<file path="src/rtl/drawcost_pkg.sv">
package drawcost_pkg;
  typedef enum logic [1:0] {
    KIND_TRI  = 2'd0,
    KIND_RECT = 2'd1,
    KIND_LINE = 2'd2,
    KIND_RSVD = 2'd3
  } prim_kind_e;

  typedef struct packed {
    logic addCost;
    logic drainTwo;
  } acc_strobe_t;
endpackage

</file>
<file path="src/rtl/drawcost_calc.sv">
module drawcost_calc
  import drawcost_pkg::*;
#(
  parameter int WID_W  = 10,
  parameter int HGT_W  = 9,
  parameter int COST_W = WID_W + 2 + HGT_W
) (
  input  prim_kind_e        kind,
  input  logic [WID_W-1:0]  wid,
  input  logic [HGT_W-1:0]  hgt,
  input  logic              textured,
  input  logic              blend,
  input  logic              maskCheck,
  input  logic              interlaceOn,
  output logic [COST_W-1:0] cost
);
  localparam int ROW_W = WID_W + 2;

  logic [HGT_W-1:0] hgtHalf, hgtEff;
  logic [WID_W:0]   avgSum, avgWid, base;
  logic [ROW_W-1:0] rowCost;
  logic [ROW_W-1:0] surcharge;
  logic [COST_W-1:0] areaCost, lineCost;

  always_comb begin
    // interlaced rendering halves height, never below one row
    hgtHalf = hgt >> 1;
    if (interlaceOn) hgtEff = (hgtHalf == '0) ? HGT_W'(1) : hgtHalf;
    else             hgtEff = hgt;

    // triangles use one third of the box width, rounded
    avgSum = {1'b0, wid} + (WID_W+1)'(2);
    avgWid = avgSum / (WID_W+1)'(3);
    // rectangles use the full width
    base   = (kind == KIND_TRI) ? avgWid : {1'b0, wid};

    // blend or mask test adds half a row, rounded up
    surcharge = (blend || maskCheck) ? ROW_W'((ROW_W'(base) + ROW_W'(1)) >> 1) : '0;
    // texturing adds the base again
    rowCost   = ROW_W'(base) + (textured ? ROW_W'(base) : '0) + surcharge;

    areaCost = COST_W'(rowCost) * COST_W'(hgtEff);
    // lines cost their longer side
    lineCost = (COST_W'(wid) > COST_W'(hgtEff)) ? COST_W'(wid) : COST_W'(hgtEff);

    unique case (kind)
      KIND_LINE: cost = lineCost;
      KIND_RSVD: cost = '0;
      default:   cost = areaCost;
    endcase
  end
endmodule

</file>
<file path="src/rtl/drawcost_ctrl.sv">
module drawcost_ctrl
  import drawcost_pkg::*;
(
  input  logic        cmdValid,
  input  prim_kind_e  kind,
  input  logic        accZero,
  output acc_strobe_t strobes
);
  always_comb begin
    // the reserved kind never reaches the accumulator
    strobes.addCost  = cmdValid && (kind != KIND_RSVD);
    // drain only while work remains
    strobes.drainTwo = !accZero;
  end
endmodule

</file>
<file path="src/rtl/drawcost_dp.sv">
module drawcost_dp
  import drawcost_pkg::*;
#(
  parameter int COST_W = 21,
  parameter int ACC_W  = 24
) (
  input  logic              clk,
  input  logic              rst_n,
  input  acc_strobe_t       strobes,
  input  logic [COST_W-1:0] cost,
  output logic [ACC_W-1:0]  pendingQ,
  output logic [ACC_W-2:0]  sysTicks,
  output logic              accZero
);
  localparam logic [ACC_W-1:0] ACC_MAX = '1;
  localparam logic [ACC_W-1:0] TWO     = ACC_W'(2);

  logic [ACC_W-1:0] drained;
  logic [ACC_W:0]   sum;
  logic [ACC_W-1:0] nextAcc;
  logic [ACC_W-2:0] halfAcc;

  always_comb begin
    // drain applies to the old value, cost is added on top
    if (strobes.drainTwo) drained = (pendingQ >= TWO) ? pendingQ - TWO : '0;
    else                  drained = pendingQ;
    sum = {1'b0, drained} + (strobes.addCost ? (ACC_W+1)'(cost) : '0);
    // clamp instead of wrapping
    nextAcc = sum[ACC_W] ? ACC_MAX : sum[ACC_W-1:0];
  end

  always_ff @(posedge clk) begin
    if (!rst_n) pendingQ <= '0;
    else        pendingQ <= nextAcc;
  end

  always_comb begin
    accZero = (pendingQ == '0);
    halfAcc = pendingQ[ACC_W-1:1];
    // engine-to-system conversion with a floor of one
    if (accZero)              sysTicks = '0;
    else if (halfAcc == '0)   sysTicks = (ACC_W-1)'(1);
    else                      sysTicks = halfAcc;
  end


  drain_step_chk: assert property (@(posedge clk) disable iff (!rst_n)
    !$past(strobes.addCost) && ($past(pendingQ) >= TWO) |-> pendingQ == $past(pendingQ) - TWO);


  no_wrap_chk: assert property (@(posedge clk) disable iff (!rst_n)
    $past(strobes.addCost) |->
      pendingQ >= (($past(pendingQ) > TWO) ? $past(pendingQ) - TWO : '0));


  sys_nonzero_chk: assert property (@(posedge clk) disable iff (!rst_n)
    !accZero |-> sysTicks != '0);
endmodule

</file>
<file path="src/rtl/drawcost_acc.sv">
module drawcost_acc
  import drawcost_pkg::*;
#(
  parameter int WID_W = 10,
  parameter int HGT_W = 9,
  parameter int ACC_W = 24
) (
  input  logic             clk,
  input  logic             rst_n,
  input  logic             cmdValid,
  input  logic [1:0]       cmdKind,
  input  logic [WID_W-1:0] cmdWidth,
  input  logic [HGT_W-1:0] cmdHeight,
  input  logic             cmdTextured,
  input  logic             cmdBlend,
  input  logic             cmdMaskCheck,
  input  logic             interlaceOn,
  output logic [ACC_W-1:0] pendingTicks,
  output logic [ACC_W-2:0] sysTicks,
  output logic             engineIdle
);
  localparam int COST_W = WID_W + 2 + HGT_W;

  prim_kind_e        kind;
  acc_strobe_t       strobes;
  logic [COST_W-1:0] cost;
  logic              accZero;

  assign kind = prim_kind_e'(cmdKind);

  drawcost_calc #(.WID_W(WID_W), .HGT_W(HGT_W), .COST_W(COST_W)) calc_i (
    .kind(kind), .wid(cmdWidth), .hgt(cmdHeight), .textured(cmdTextured),
    .blend(cmdBlend), .maskCheck(cmdMaskCheck), .interlaceOn(interlaceOn), .cost(cost)
  );

  drawcost_ctrl ctrl_i (
    .cmdValid(cmdValid), .kind(kind), .accZero(accZero), .strobes(strobes)
  );

  drawcost_dp #(.COST_W(COST_W), .ACC_W(ACC_W)) dp_i (
    .clk(clk), .rst_n(rst_n), .strobes(strobes), .cost(cost),
    .pendingQ(pendingTicks), .sysTicks(sysTicks), .accZero(accZero)
  );

  assign engineIdle = accZero;


  rsvd_ignored_chk: assert property (@(posedge clk) disable iff (!rst_n)
    $past(cmdValid) && ($past(cmdKind) == 2'd3) && ($past(pendingTicks) == '0) |-> engineIdle);


  line_floor_chk: assert property (@(posedge clk) disable iff (!rst_n)
    $past(cmdValid) && ($past(cmdKind) == 2'd2) && ($past(pendingTicks) == '0)
      |-> pendingTicks >= ACC_W'($past(cmdWidth)));


  idle_after_drain_chk: assert property (@(posedge clk) disable iff (!rst_n)
    !$past(cmdValid) && ($past(pendingTicks) == ACC_W'(2)) |-> engineIdle);
endmodule

</file>
<file path="config.mk">
export PLATFORM = sky130hd
export DESIGN_NAME = drawcost_acc
export DESIGN_NICKNAME = d
export VERILOG_FILES = /design/src/rtl/drawcost_pkg.sv /design/src/rtl/drawcost_calc.sv /design/src/rtl/drawcost_ctrl.sv /design/src/rtl/drawcost_dp.sv /design/src/rtl/drawcost_acc.sv
export SDC_FILE = /design/constraint.sdc
export NUM_CORES = 1
export LEC_CHECK = 0
export ABC_CLOCK_PERIOD_IN_PS = 39800
export BUFFER_PORTS_ARGS = -buffer_cell sky130_fd_sc_hd__buf_4
export CAP_MARGIN = 20
export CORE_MARGIN = 1
export CORE_UTILIZATION = 50
export DETAILED_ROUTE_END_ITERATION = 8
export GPL_TIMING_DRIVEN = 0
export PLACE_DENSITY = 0.72
export SYNTH_ARGS = -nofsm -noshare
export SYNTH_HDL_FRONTEND = slang
export SYNTH_SLANG_ARGS = --single-unit
</file>
<file path="constraint.sdc">
create_clock -name clk -period 39.8 [get_ports clk]
set_clock_uncertainty 0.2 [all_clocks]
set_input_delay 3.98 -clock clk [delete_from_list [all_inputs] [get_ports clk]]
set_output_delay 3.98 -clock clk [all_outputs]
set_load 0.03 [all_outputs]
</file>
==> results of run 1 <==
layout make-up:
type	instances	area, um^2	area share
multi-input cells	934	7400	0.767
repair buffers	74	556	0.0576
inverters	148	556	0.0576
flip-flops and latches	24	480	0.0498
well taps	220	275	0.0285
plain buffers	61	273	0.0283
clock buffers	3	75.1	0.00779
clock inverters	1	30.0	0.00311
routing by layer:
| layer | vias to the layer above | global-route usage | wire, um |
|---|---|---|---|
| met5 | - | 0 | 0 |
| met4 | 0 | 0.0303 | 197 |
| met3 | 18 | 0.0276 | 1180 |
| met2 | 206 | 0.420 | 10700 |
| met1 | 3966 | 0.355 | 10400 |
| li1 | 4064 | - | - |
worst min path at each step:
stage	start	end	cells past startpoint
final	dp_i.pendingQ[22]	dp_i.pendingQ[22]	3
after global routing	dp_i.pendingQ[22]	dp_i.pendingQ[22]	3
after global placement	dp_i.pendingQ[22]	dp_i.pendingQ[22]	3
after floorplan	dp_i.pendingQ[22]	dp_i.pendingQ[22]	3
after detailed placement	dp_i.pendingQ[22]	dp_i.pendingQ[22]	3
after CTS	dp_i.pendingQ[22]	dp_i.pendingQ[22]	3
cell usage in the layout, fill, tap and decap left out, types with 7 or more instances in the layout:
cell type | Yosys | final
nor2_1 | 130 | 130
a21boi_0 | 10 | 10
clkbuf_1 | 47 | 47
o21a_1 | 9 | 9
mux2i_1 | 16 | 16
o21bai_1 | 21 | 21
o21ai_1 | 12 | 12
and2_1 | 20 | 20
nor4_1 | 13 | 13
xor2_1 | 21 | 21
a211oi_1 | 8 | 8
a31oi_1 | 8 | 8
a21oi_1 | 84 | 84
ha_1 | 86 | 86
nand2_1 | 99 | 99
or3_1 | 14 | 14
or2_2 | 7 | 7
a21o_1 | 12 | 12
inv_1 | 146 | 146
and3_1 | 7 | 7
nand3_1 | 14 | 14
nor2b_1 | 17 | 17
fa_1 | 83 | 83
o21ai_0 | 49 | 49
xnor2_1 | 60 | 60
nor3_1 | 16 | 16
nand2b_1 | 23 | 23
dfxtp_1 | 24 | 24
nand4_1 | 9 | 9
buf_4 | 4 | 78
worst max-delay path, delay by kind of cell:
family	cells	cell delay, ns
AOI/OAI and AO/OA	32	7.43
xor gates and xnor gates	3	0.54
adders and majority gates	11	4.27
buffers and inverters	13	1.72
and+or+nand+nor	12	2.02
stage by stage:
stage / hold slack (ns) / area [um^2] / setup slack [ns] / utilization / std cells
after global routing: 0.663 / 9640 / 18.56 / 0.573 / 1465
after detailed placement: 0.588 / 9540 / 19.64 / 0.567 / 1461
after CTS: 0.598 / 9640 / 19.85 / 0.573 / 1465
after floorplan: 0.666 / 8710 / 22.01 / - / 1167
final: 0.595 / 9640 / 19.70 / 0.573 / 1465
after global placement: 0.576 / 9540 / 19.83 / 0.567 / 1461
cell families after synthesis:
family / after synthesis
adders and majority gates: 169
and+or+nand+nor: 397
AOI/OAI and AO/OA: 263
muxes: 23
xor gates and xnor gates: 82
buffers and inverters: 209
DFF: 24
==> impl_metrics.py, run 1 <==
metrics = {
    "sta": {
        "post-route-period-util": 0.505,
        "hold_viol_final": 0,
        "rsz0062_at_grt": "false",
        "finalCriticalPeriod_ns": 20.10,
        "maxSlewHeadroom": 0.389,
        "max_clock_freq_ghz": 0.0498,
        "setup_viol": 0,
        "worst_pin_slew_ns": 0.910,
        "slew_violations": 0,
        "tns_ns": 0,
    },
    "logic_synthesis": {
        "synthDistinctLibCells": 87,
        "synth_top_family_by_area": "adder cells",
        "synth_simple_gate_area_frac": 0.225,
        "yosys_warnings": 0,
        "synth_compound_gate_area_share": 0.198,
        "syn_inst": 1167,
        "synth_top_cell_area_share": 0.191,
        "synth_most_common_cell": "inv_1",
        "synth-xor-area-share": 0.0833,
        "avgSynthCellArea_um2": 7.46,
        "yosys-top-cells-area": "fa_1 (19%), ha_1 (12%), inv_1 (6.3%), xnor2_1 (6.0%), nor2_1 (5.6%)",
        "synth_fa_ha_area_frac": 0.314,
        "ys_ff_latch": 24,
        "dominantRegCellSynth": "dfxtp_1",
        "synthTopCellsByCount": "inv_1 (146), nor2_1 (130), nand2_1 (99)",
        "synthMuxAreaShare": 0.0282,
        "synth-edff-count": 0,
        "synth_area_mm2": 0.00871,
        "synth_fp_nets": 1364,
        "yosysTopAreaCell": "fa_1",
        "seq_area_frac_synth": 0.0552,
        "synthArstFlopShare": 0,
    },
    "route": {
        "drtIter0Drc": 506,
        "drc_errors": 0,
        "wl_per_cell_um": 15.3,
        "wirelength_um": 22400,
        "viasPerCell": 5.63,
        "num_vias": 8254,
        "antenna_left": 0,
        "drt_first_pass_iters": 6,
    },
    "floorplan": {
        "start_util": 0.518,
        "ios": 76,
        "die_height_um": 134,
        "die_area_mm2": 0.0179,
        "row_count": 47,
        "placeableCoreArea_mm2": 0.0168,
        "die_w_um": 134,
    },
    "global_route": {
        "gr-total-overflow": 0,
        "grt_max_degree": 15,
        "grt_first_pass_wirelength_um": 36800,
        "antenna_found_initial": 0,
        "gr-usage-all-layers": 0.251,
        "grt_pass1_vias": 7541,
    },
    "place": {
        "gp_congestion": 0.968,
        "io_buffers": 74,
        "place_hpwl_um": 18500,
    },
    "worst_hold_path": {
        "hp-class": "flip-flop to flip-flop",
    },
    "worst_setup_path": {
        "critPathMostFrequentCell": "inv_1",
        "reg2reg_from": "dp_i.pendingQ[11]",
        "crit_slowest_cell": "o21ai_1",
        "start_kind": "input port",
        "r2r_cells": 29,
        "startpoint": "cmdWidth[1]",
        "timing.rr.end": "dp_i.pendingQ[21]",
        "worstPathRequired_ns": 39.72,
        "path_max_fanout": 10,
        "r2r_setup_slack_ns": 32.24,
        "critPathCaptureType": "flip-flop",
        "cp-endpoint": "dp_i.pendingQ[21]",
        "crit_type": "input port to flip-flop",
        "cp.arrival_ns": 20.02,
        "cpPeakStageDelay_ns": 0.63,
    },
    "clock_tree": {
        "cts_root_buffer": "clkbuf_16",
        "clkTransAtPathRegs_ns": 0.07,
        "cts_resized": 0,
        "cts.sinks": 24,
        "postCtsHoldBufs": 0,
        "cts_tree": "done",
        "cts_buffers": 3,
        "cts-htree-levels": 1,
        "cts_buffer_depth": 2,
        "postCtsSetupRepairBufs": 0,
        "worstSkewPairLatency_ns": 0.26,
    },
    "job": {
        "maxCapViolCount": 0,
    },
    "layout": {
        "nets": 1443,
        "drive_gt1_frac": 0.110,
        "largest_reg_flops": 24,
        "fillCellCount": 1632,
        "synthToLayoutAreaGrowth_pct": 10.7,
        "top_register": "dp_i.pendingQ",
        "top_regs": "dp_i.pendingQ: 24 flops",
        "n_antenna_cell": 0,
    },
    "status": {
        "outcome": "finished, final reports clean",
    },
}
Power of run 1 is left out: the tool's default activity adds up to more than one toggle a clock period on the data nets, which glitch-free logic cannot reach.
==> run 2: changes to the inputs <==
--- a/config.mk
+++ b/config.mk
@@ -5,14 +5,15 @@
 export SDC_FILE = /design/constraint.sdc
 export NUM_CORES = 1
 export LEC_CHECK = 0
-export ABC_CLOCK_PERIOD_IN_PS = 39800
+export ABC_AREA = 1
+export ABC_CLOCK_PERIOD_IN_PS = 17550
 export BUFFER_PORTS_ARGS = -buffer_cell sky130_fd_sc_hd__buf_4
 export CAP_MARGIN = 20
 export CORE_MARGIN = 1
 export CORE_UTILIZATION = 50
 export DETAILED_ROUTE_END_ITERATION = 8
 export GPL_TIMING_DRIVEN = 0
-export PLACE_DENSITY = 0.72
+export PLACE_DENSITY = 0.74
 export SYNTH_ARGS = -nofsm -noshare
 export SYNTH_HDL_FRONTEND = slang
 export SYNTH_SLANG_ARGS = --single-unit
==> constraint.sdc (replaced) <==
create_clock -name clk -period 17.55 [get_ports clk]
set_clock_uncertainty 0.2 [all_clocks]
set_input_delay 1.755 -clock clk [delete_from_list [all_inputs] [get_ports clk]]
set_output_delay 1.755 -clock clk [all_outputs]
set_load 0.03 [all_outputs]
==> impl_metrics.py, run 2 <==
metrics = {
    "worst_setup_path": {
        "r2r_cells": 31,
        "start_kind": "input port",
        "critPathCaptureType": "flip-flop",
        "cpPeakStageDelay_ns": 0.53,
        "crit_slowest_cell": "fa_1",
        "crit_type": "input port to flip-flop",
        "cp.arrival_ns": 16.03,
        "worstPathRequired_ns": 17.53,
        "critPathMostFrequentCell": "nand2_1",
        "path_max_fanout": 10,
    },
    "worst_hold_path": {
        "hp-class": "flip-flop to flip-flop",
        "holdPathStages": 3,
    },
    "route": {
        "drc_errors": 0,
        "drtIter0Drc": 500,
        "wl_per_cell_um": 13.5,
        "num_vias": 8675,
        "antenna_left": 0,
        "drt_first_pass_iters": 7,
        "viasPerCell": 5.27,
        "wirelength_um": 22300,
    },
    "sta": {
        "finalCriticalPeriod_ns": 16.04,
        "setup_viol": 0,
        "rsz0062_at_grt": "false",
        "max_clock_freq_ghz": 0.0623,
        "tns_ns": 0,
        "slew_violations": 0,
        "maxSlewHeadroom": 0.357,
        "worst_hold_slack_ns": 0.535,
        "post-route-period-util": 0.914,
        "worst_pin_slew_ns": 0.955,
        "fin_ws_ns": 1.51,
        "hold_viol_final": 0,
    },
    "logic_synthesis": {
        "dominantRegCellSynth": "dfxtp_1",
        "synthDistinctLibCells": 53,
        "synthTopCellsByCount": "inv_1 (264), nand2_1 (255), nor2_1 (189)",
        "yosys_warnings": 0,
        "syn_inst": 1349,
        "synth-edff-count": 0,
        "yosys-top-cells-area": "fa_1 (19%), ha_1 (12%), inv_1 (11%), nand2_1 (11%), nor2_1 (8.2%)",
        "synth_fp_nets": 1546,
        "avgSynthCellArea_um2": 6.40,
        "synth_top_cell_area_share": 0.192,
        "synthArstFlopShare": 0,
        "synth_most_common_cell": "inv_1",
        "seq_area_frac_synth": 0.0556,
        "ys_ff_latch": 24,
        "synth_area_mm2": 0.00864,
        "yosysTopAreaCell": "fa_1",
    },
    "clock_tree": {
        "cts_tree": "done",
        "clkTransAtPathRegs_ns": 0.06,
        "worstSkewPairLatency_ns": 0.26,
        "cts_buffers": 3,
        "cts_buffer_depth": 2,
        "cts_root_buffer": "clkbuf_16",
        "cts-htree-levels": 1,
        "postCtsSetupRepairBufs": 0,
        "postCtsHoldBufs": 0,
        "cts.sinks": 24,
    },
    "floorplan": {
        "row_count": 47,
        "start_util": 0.517,
        "die_height_um": 133,
        "placeableCoreArea_mm2": 0.0167,
        "die_area_mm2": 0.0178,
        "die_w_um": 133,
        "ios": 76,
    },
    "layout": {
        "top_regs": "dp_i.pendingQ: 24 flops",
        "largest_reg_flops": 24,
        "nets": 1626,
        "drive_gt1_frac": 0.126,
        "fin_area_mm2": 0.00956,
        "synthToLayoutAreaGrowth_pct": 10.8,
        "top_register": "dp_i.pendingQ",
        "n_antenna_cell": 0,
        "final_common_cell": "inv_1",
        "mostFrequentLayoutCells": "inv_1 (264), nand2_1 (255), nor2_1 (189), ha_1 (86), fa_1 (83)",
    },
    "global_route": {
        "grt_max_degree": 13,
        "antenna_found_initial": 0,
        "grt_first_pass_wirelength_um": 37800,
        "grt_pass1_vias": 8141,
        "gr-total-overflow": 0,
        "gr-usage-all-layers": 0.258,
    },
    "status": {
        "outcome": "finished, final reports clean",
    },
    "place": {
        "place_hpwl_um": 19000,
        "io_buffers": 75,
        "gp_congestion": 0.908,
        "placed_area_mm2": 0.00947,
        "dp_slack_ns": 1.24,
    },
    "job": {
        "maxCapViolCount": 0,
    },
}
[run 2: cell types whose count changed after synthesis, moves of 23 or more]
cell	change
inv_1	+118
nand2_1	+156
nand2b_1	-23
nand3_1	+40
nor2_1	+59
xnor2_1	-47
[run 2: worst paths after layout]
check,from,end,slack (ns)
max,cmdWidth[1],dp_i.pendingQ[2],1.51
min,dp_i.pendingQ[21],dp_i.pendingQ[21],0.54
max reg2reg,dp_i.pendingQ[18],dp_i.pendingQ[2],11.26
min reg2reg,dp_i.pendingQ[21],dp_i.pendingQ[21],0.54
[run 2: layout make-up]
cell class / count / area [um^2]
fill: 1688 / 7140
multi-input combinational: 999 / 6930
inverter: 288 / 1080
timing repair buffer: 75 / 563
sequential: 24 / 480
tap: 220 / 275
buffer: 38 / 159
clock buffer: 3 / 75.1
[run 2: cells by family (layout without fill, tap and decap cells)]
logic type      count (synthesis)  count (layout)  share of synthesized area
flops                          24              24                     0.0556
compound gates                184             184                      0.120
xor+xnor                       31              31                     0.0323
buf+inv                       326             404                      0.143
fa+ha+maj                     169             169                      0.317
simple gates                  615             615                      0.332
[run 2: per-stage QoR]
stage / util / std cells
final: 0.573 / 1647
after CTS: 0.572 / 1647
after floorplan: - / 1349
after global routing: 0.573 / 1647
after global placement: 0.567 / 1644
after detailed placement: 0.567 / 1644
[run 2: worst max-delay path, delay by kind of cell]
family	cells	cell delay (ns)
buffers and inverters	17	1.60
adders and majority gates	10	3.81
and+or+nand+nor	58	6.20
AOI/OAI and AO/OA	16	2.61
[run 2: what timing repair did]
item                                   CTS  global route
resized for setup                        0             7
setup endpoints to repair                0            20
endpoints found under the hold margin    0             0
[run 2: per-layer routing]
layer / vias to the layer above / GRT usage / part of all wire
met5: - / 0 / 0
met4: 0 / 0.0574 / 0.020
met3: 28 / 0.0202 / 0.046
met2: 223 / 0.437 / 0.48
met1: 4060 / 0.358 / 0.46
li1: 4364 / - / -
Power of run 2 is left out for the same reason.
